===== config.mk =====
export PLATFORM = sky130hd
export DESIGN_NAME = sram_ctrl
export DESIGN_NICKNAME = d
export VERILOG_FILES = /design/src/rtl/sram_ctrl_pkg.sv /design/src/rtl/sram_ctrl_seq.sv /design/src/rtl/sram_ctrl_pins.sv /design/src/rtl/sram_ctrl_data.sv /design/src/rtl/sram_ctrl.sv
export SDC_FILE = /design/constraint.sdc
export NUM_CORES = 1
export LEC_CHECK = 0
export BUFFER_PORTS_ARGS = -buffer_cell sky130_fd_sc_hd__buf_2
export CAP_MARGIN = 20
export CORE_MARGIN = 1
export CORE_UTILIZATION = 40
export DETAILED_ROUTE_END_ITERATION = 10
export PLACE_DENSITY_LB_ADDON = 0.12
export SYNTH_ARGS = -nofsm -noshare
export SYNTH_HDL_FRONTEND = slang
export SYNTH_HIERARCHICAL = 1
export SYNTH_SLANG_ARGS = --single-unit

===== constraint.sdc =====
create_clock -name clk -period 1.9 [get_ports clk]
set_clock_uncertainty 0.2 [all_clocks]
set_input_delay 0.19 -clock clk [delete_from_list [all_inputs] [get_ports clk]]
set_output_delay 0.19 -clock clk [all_outputs]
set_load 0.02 [all_outputs]

===== src/rtl/sram_ctrl_pkg.sv =====
package sram_ctrl_pkg;
  typedef enum logic [1:0] {ST_IDLE, ST_READ, ST_WRITE, ST_TURN} sram_state_e;

  function automatic int cdiv(input int ns, input int per);
    return (ns + per - 1) / per;
  endfunction

  function automatic int imax(input int a, input int b);
    return (a > b) ? a : b;
  endfunction
endpackage


===== src/rtl/sram_ctrl_seq.sv =====
module sram_ctrl_seq
  import sram_ctrl_pkg::*;
#(
  parameter int RD_CYC   = 9,
  parameter int WR_CYC   = 9,
  parameter int TURN_CYC = 3,
  parameter int CNT_W    = 4
) (
  input  logic             clk,
  input  logic             rst,
  input  logic             req_valid,
  input  logic             req_write,
  output logic             req_ready,
  output sram_state_e      state,
  output logic [CNT_W-1:0] cnt,
  output logic             start,
  output logic             rd_last,
  output logic             wr_last
);
  logic turn_last;

  always_comb begin
    start     = req_valid && req_ready;
    rd_last   = (state == ST_READ)  && (cnt == CNT_W'(RD_CYC - 1));
    wr_last   = (state == ST_WRITE) && (cnt == CNT_W'(WR_CYC - 1));
    turn_last = (state == ST_TURN)  && (cnt == CNT_W'(TURN_CYC - 1));
  end

  always_ff @(posedge clk) begin
    if (rst) begin
      state     <= ST_IDLE;
      cnt       <= '0;
      req_ready <= 1'b1;
    end else begin
      case (state)
        ST_IDLE: if (start) begin
          state     <= req_write ? ST_WRITE : ST_READ;
          cnt       <= '0;
          req_ready <= 1'b0;
        end
        ST_READ: if (rd_last) begin
          state <= ST_TURN;
          cnt   <= '0;
        end else cnt <= cnt + 1'b1;
        ST_WRITE: if (wr_last) begin
          state     <= ST_IDLE;
          req_ready <= 1'b1;
        end else cnt <= cnt + 1'b1;
        default: if (turn_last) begin
          state     <= ST_IDLE;
          req_ready <= 1'b1;
        end else cnt <= cnt + 1'b1;
      endcase
    end
  end
endmodule


===== src/rtl/sram_ctrl_pins.sv =====
module sram_ctrl_pins
  import sram_ctrl_pkg::*;
#(
  parameter int AS_CYC = 0,
  parameter int WP_CYC = 7,
  parameter int CNT_W  = 4
) (
  input  logic             clk,
  input  logic             rst,
  input  logic             start,
  input  logic             req_write,
  input  sram_state_e      state,
  input  logic [CNT_W-1:0] cnt,
  input  logic             rd_last,
  input  logic             wr_last,
  output logic             mem_ce1_n,
  output logic             mem_ce2,
  output logic             mem_oe_n,
  output logic             mem_we_n,
  output logic             mem_dq_oe
);
  int  nxt;
  logic we_low_nxt;

  always_comb begin
    nxt        = int'(cnt) + 1;
    we_low_nxt = (nxt >= AS_CYC) && (nxt < AS_CYC + WP_CYC);
  end

  always_ff @(posedge clk) begin
    if (rst) begin
      mem_ce1_n <= 1'b1;
      mem_ce2   <= 1'b0;
      mem_oe_n  <= 1'b1;
      mem_we_n  <= 1'b1;
      mem_dq_oe <= 1'b0;
    end else if (start) begin
      mem_ce1_n <= 1'b0;
      mem_ce2   <= 1'b1;
      mem_oe_n  <= req_write;
      mem_we_n  <= !(req_write && (AS_CYC == 0));
      mem_dq_oe <= req_write;
    end else if (rd_last || wr_last) begin
      mem_ce1_n <= 1'b1;
      mem_ce2   <= 1'b0;
      mem_oe_n  <= 1'b1;
      mem_we_n  <= 1'b1;
      mem_dq_oe <= 1'b0;
    end else if (state == ST_WRITE) begin
      mem_we_n  <= !we_low_nxt;
    end
  end
endmodule


===== src/rtl/sram_ctrl_data.sv =====
module sram_ctrl_data #(
  parameter int ADDR_W = 16,
  parameter int DATA_W = 8
) (
  input  logic              clk,
  input  logic              rst,
  input  logic              start,
  input  logic              rd_last,
  input  logic [ADDR_W-1:0] req_addr,
  input  logic [DATA_W-1:0] req_wdata,
  input  logic [DATA_W-1:0] mem_din,
  output logic [ADDR_W-1:0] mem_addr,
  output logic [DATA_W-1:0] mem_dout,
  output logic [DATA_W-1:0] rd_data,
  output logic              rd_valid
);
  always_ff @(posedge clk) begin
    if (rst) begin
      mem_addr <= '0;
      mem_dout <= '0;
      rd_data  <= '0;
      rd_valid <= 1'b0;
    end else begin
      rd_valid <= rd_last;
      if (start) begin
        mem_addr <= req_addr;
        mem_dout <= req_wdata;
      end
      if (rd_last) rd_data <= mem_din;
    end
  end
endmodule


===== src/rtl/sram_ctrl.sv =====
module sram_ctrl
  import sram_ctrl_pkg::*;
#(
  parameter int ADDR_W    = 16,
  parameter int DATA_W    = 8,
  parameter int CLK_NS    = 10,
  parameter int T_RC_NS   = 85,
  parameter int T_AA_NS   = 85,
  parameter int T_WC_NS   = 85,
  parameter int T_WP_NS   = 60,
  parameter int T_AW_NS   = 70,
  parameter int T_AS_NS   = 0,
  parameter int T_DW_NS   = 35,
  parameter int T_WR_NS   = 5,
  parameter int T_OHZ_NS  = 30,
  parameter int MIN_TURN  = 3
) (
  input  logic              clk,
  input  logic              rst,
  input  logic              req_valid,
  output logic              req_ready,
  input  logic              req_write,
  input  logic [ADDR_W-1:0] req_addr,
  input  logic [DATA_W-1:0] req_wdata,
  output logic [DATA_W-1:0] rd_data,
  output logic              rd_valid,
  output logic              mem_ce1_n,
  output logic              mem_ce2,
  output logic              mem_oe_n,
  output logic              mem_we_n,
  output logic [ADDR_W-1:0] mem_addr,
  output logic [DATA_W-1:0] mem_dout,
  output logic              mem_dq_oe,
  input  logic [DATA_W-1:0] mem_din
);
  localparam int RD_CYC   = imax(cdiv(T_RC_NS, CLK_NS), cdiv(T_AA_NS, CLK_NS));
  localparam int AS_CYC   = cdiv(T_AS_NS, CLK_NS);
  localparam int WP_CYC   = imax(cdiv(T_WP_NS, CLK_NS),
                                 imax(cdiv(T_AW_NS, CLK_NS), cdiv(T_DW_NS, CLK_NS)) - AS_CYC);
  localparam int WR_CYC   = imax(cdiv(T_WC_NS, CLK_NS), AS_CYC + WP_CYC + cdiv(T_WR_NS, CLK_NS));
  localparam int TURN_CYC = imax(MIN_TURN, cdiv(T_OHZ_NS, CLK_NS));
  localparam int CNT_W    = $clog2(imax(imax(RD_CYC, WR_CYC), TURN_CYC) + 1);

  sram_state_e      state;
  logic [CNT_W-1:0] cnt;
  logic             start, rd_last, wr_last;

  sram_ctrl_seq #(.RD_CYC(RD_CYC), .WR_CYC(WR_CYC), .TURN_CYC(TURN_CYC), .CNT_W(CNT_W)) u_seq (
    .clk(clk), .rst(rst), .req_valid(req_valid), .req_write(req_write),
    .req_ready(req_ready), .state(state), .cnt(cnt), .start(start),
    .rd_last(rd_last), .wr_last(wr_last)
  );

  sram_ctrl_pins #(.AS_CYC(AS_CYC), .WP_CYC(WP_CYC), .CNT_W(CNT_W)) u_pins (
    .clk(clk), .rst(rst), .start(start), .req_write(req_write), .state(state),
    .cnt(cnt), .rd_last(rd_last), .wr_last(wr_last), .mem_ce1_n(mem_ce1_n),
    .mem_ce2(mem_ce2), .mem_oe_n(mem_oe_n), .mem_we_n(mem_we_n), .mem_dq_oe(mem_dq_oe)
  );

  sram_ctrl_data #(.ADDR_W(ADDR_W), .DATA_W(DATA_W)) u_data (
    .clk(clk), .rst(rst), .start(start), .rd_last(rd_last), .req_addr(req_addr),
    .req_wdata(req_wdata), .mem_din(mem_din), .mem_addr(mem_addr), .mem_dout(mem_dout),
    .rd_data(rd_data), .rd_valid(rd_valid)
  );
endmodule


==> metrics.md <==
| Metric | Value |
|---|---|
| Post-synthesis adder-cell area fraction | `2.72%` |
| Area of the multi-input gates | `871 um^2` |
| Combinational family with the most area after synthesis | `multiplexers` |
| Detailed Routing Iterations Pass 1 | `4` |
| Register area | `906 um^2` |
| Cells after Synth | `183` |
| Post-synth ARST share | `0%` |
| Number of cells on the worst reg-to-reg path | `8` |
| Clock Path Buffers | `2` |
| Setup WS post-layout | `-24.4 ps` |
| Setup CP Type | `flop to flop` |
| DR iter-0 viols | `73` |
| Final core utilization | `63.0%` |
| Syn_nets | `223` |
| Post-Synth XOR/XNOR Area | `0.950%` |
| GP Congestion | `0.717` |
| FF-to-FF Start | `u_seq/cnt[0]$_SDFFE_PP0P_` |
| Row cnt | `24` |
| Flops & latches, synth | `45` |
| H-tree Lvls | `2` |
| Status | `finished with violations` |
| Worst-Skew Late Latency | `290 ps` |
| Worst-Margin Slew | `333 ps` |
| Initial antenna violation count | `0` |
| Final Hold Vio Count | `0` |
| Crit path time final | `1920 ps` |
| Total grt overflow | `0` |
| Largest net degree at the start of global routing | `23` |
| Max-slew headroom | `77.8%` |
| Share of cells above drive strength 1 | `35.4%` |
| Synth area leader | `dfxtp_1` |
| DR vias/cell | `4.64` |
| CTS tree | `built` |
| Setup crit start | `u_seq/cnt[0]$_SDFFE_PP0P_` |
| Commonest non-fill, non-tap cell in the layout | `buf_2` |
| Synth Area in Compound Gates | `7.54%` |
| Register-to-register setup slack | `-20 ps` |
| Cell Area, Synth | `1840 um^2` |
| Mux cell area share after synthesis | `17.9%` |
| Area delta synth->final | `50.0%` |
| Avg Cell Area, Syn | `10.1 um^2` |
| Crit start category | `flop` |
| Post-DRT Antenna Nets | `0` |
| Leakage | `0.00132 uW` |
| Share of the synthesized area in the top cell type | `48.9%` |
| HPWL Detailed | `2690 um` |
| Count of input and output buffers | `74` |
| Reg clk slew, reported paths | `80 ps` |
| Wirelength per Cell | `12.1 um` |
| Setup WS pre-CTS | `11.1 ps` |
| Worst endpoint required time | `1880 ps` |
| Max Fclk | `520 MHz` |
| Max FO, Critical Path | `3` |
| Initial core utilization | `42.0%` |
| CP Capture Point | `u_pins/mem_we_n$_SDFFE_PP1P_` |
| Nets | `344` |
| Via count of the routed design | `1656` |
| VDD IR max | `0.373 mV` |
| Root buffer cell | `clkbuf_8` |
| Core footprint | `4380 um^2` |
| Synth warnings | `6` |
| Most frequent cells in the layout | `buf_2 (74), dfxtp_1 (43), nor2_1 (37)` |
| Fillcell total | `367` |
| Crit path DAT | `1910 ps` |
| R2r endpoint | `u_pins/mem_we_n$_SDFFE_PP1P_` |
| TritonCTS buffer count | `5` |
| Max-cap violations | `0` |
| Most used DFF post-synth | `dfxtp_1` |
| Routed wire length | `4320 um` |
| Unrepaired setup endpoints after global routing | `true` |
| Pins over their slew limit | `0` |
| Violated checks | `setup timing` |
| Synth unique cells | `35` |
| Die ar. | `4880 um^2` |
| Register area share after synthesis | `48.9%` |
| Clk sinks | `45` |
| Global-route wire length before repair | `7220 um` |
| Number of global-route vias before repair | `1574` |
| Crit share post-route | `101%` |
| Number of synthesized flops with an enable pin | `0` |
| Area contributors post-synth | `dfxtp_1 (49%), mux2i_1 (18%), nor2_1 (7.7%)` |
| Drt drc | `0` |
| Die Y | `69.9 um` |
| Number of I/O pins | `75` |
| Crit. End Element | `flop` |
| Hold Crit Class | `input port to flop` |
| Simple-Gate Fraction of Synth Area | `16.4%` |
| Antenna Cells | `0` |
| PwrDens | `725 nW/um^2` |
| Chip width | `69.9 um` |
| Setup Viol. Count Final | `1` |
| Total GRT Usage | `18.3%` |
[cell usage after synthesis, drive strengths merged (2+ instances only)]
library cell	instances
dfxtp	45
nor2	38
mux2i	33
a21oi	7
buf	7
inv	7
nand2	5
ha	4
nand2b	4
nand3b	3
nor3	3
o21a	3
o21ai	3
or3	3
nand3	2
xor2	2
[power by group]
| group | total (uW) | internal (uW) | switching, uW | leakage (uW) |
|---|---|---|---|---|
| sequential | 1030 | 996 | 31.9 | 0.000370 |
| clock | 566 | 261 | 305 | 0.0000428 |
| combinational | 409 | 204 | 205 | 0.000904 |
[metrics by stage]
stage          setup TNS (ps)  cells  total power, uW  instance area [um^2]  hold slack (ps)
2_1_floorplan           -1.13    183             1270                  1860             62.4
3_3_place_gp                0    313             1380                  2310              223
3_5_place_dp                0    313             1390                  2310              231
4_1_cts                     0    354             2010                  2720             1.53
5_1_grt                 -88.0    357             2120                  2760             49.3
6_report                -24.4    357             2000                  2760             21.8
[timing repair]
action | 4_1_cts | 5_1_grt
hold endpoints to repair | 32 | 0
setup endpoints to repair | 1 | 1
pin swaps | 1 | 4
gates resized for setup | 0 | 5
hold buffers | 32 | 0
setup buffers | 1 | 3
[per-layer routing]
| metal | part of all wire (%) | vias up | track usage [%] |
|---|---|---|---|
| met2 | 50 | 55 | 30.9 |
| met1 | 43 | 737 | 23.2 |
| met4 | 1.2 | 0 | 5.33 |
| met3 | 5.2 | 7 | 4.47 |
| met5 | 0 | - | 0 |
| li1 | - | 857 | - |
[cell type report]
class                   count  area share, %
inverters                   7           1.04
well taps                  52           2.35
repair buffers            122           29.3
flip-flops and latches     45           32.8
clock buffers               7           2.76
clock inverters             1          0.226
multi-input cells         123           31.5
[cells by family after synthesis]
| group | Yosys count |
|---|---|
| xor gates and xnor gates | 2 |
| AOI/OAI and AO/OA | 20 |
| buffers and inverters | 15 |
| and+or+nand+nor | 64 |
| DFF | 45 |
| muxes | 33 |
| adders and majority gates | 4 |
[state kept, by name, summed over array words and instances, names as in the netlist]
signal / cells
u_seq/req_ready: 1
u_data/rd_data: 8
u_pins/mem_we_n: 1
u_data/mem_dout: 8
u_pins/mem_oe_n: 1
u_pins/mem_dq_oe: 1
u_seq/cnt: 4
u_pins/mem_ce1_n: 1
u_seq/state: 2
u_pins/mem_ce2: 1
u_data/mem_addr: 16
u_data/rd_valid: 1
[how the worst min path moves through the flow]
stage	endpoint	slack [ps]	start	depth (start not counted)
CTS	u_pins/mem_oe_n$_SDFFE_PP1P_	2	req_write	3
detailed placement	u_data/rd_data[6]$_SDFFE_PP0P_	230	mem_din[6]	3
global placement	u_data/rd_data[0]$_SDFFE_PP0P_	220	mem_din[0]	3
global route	u_pins/mem_oe_n$_SDFFE_PP1P_	50	req_write	3
floorplan	u_pins/mem_ce2$_SDFFE_PP0P_	60	rst	1
finish	u_seq/req_ready$_SDFFE_PP1P_	20	req_valid	4
[critical path: stages (launching register included)]
cell,delay (ps)
dfxtp_4,360
inv_4,40
ha_4,150
nand4b_1,120
nor2_2,70
or3_4,400
a21oi_4,140
a21oi_2,40
a221o_1,280
No activity file was read; power rests on OpenSTA's default activity.
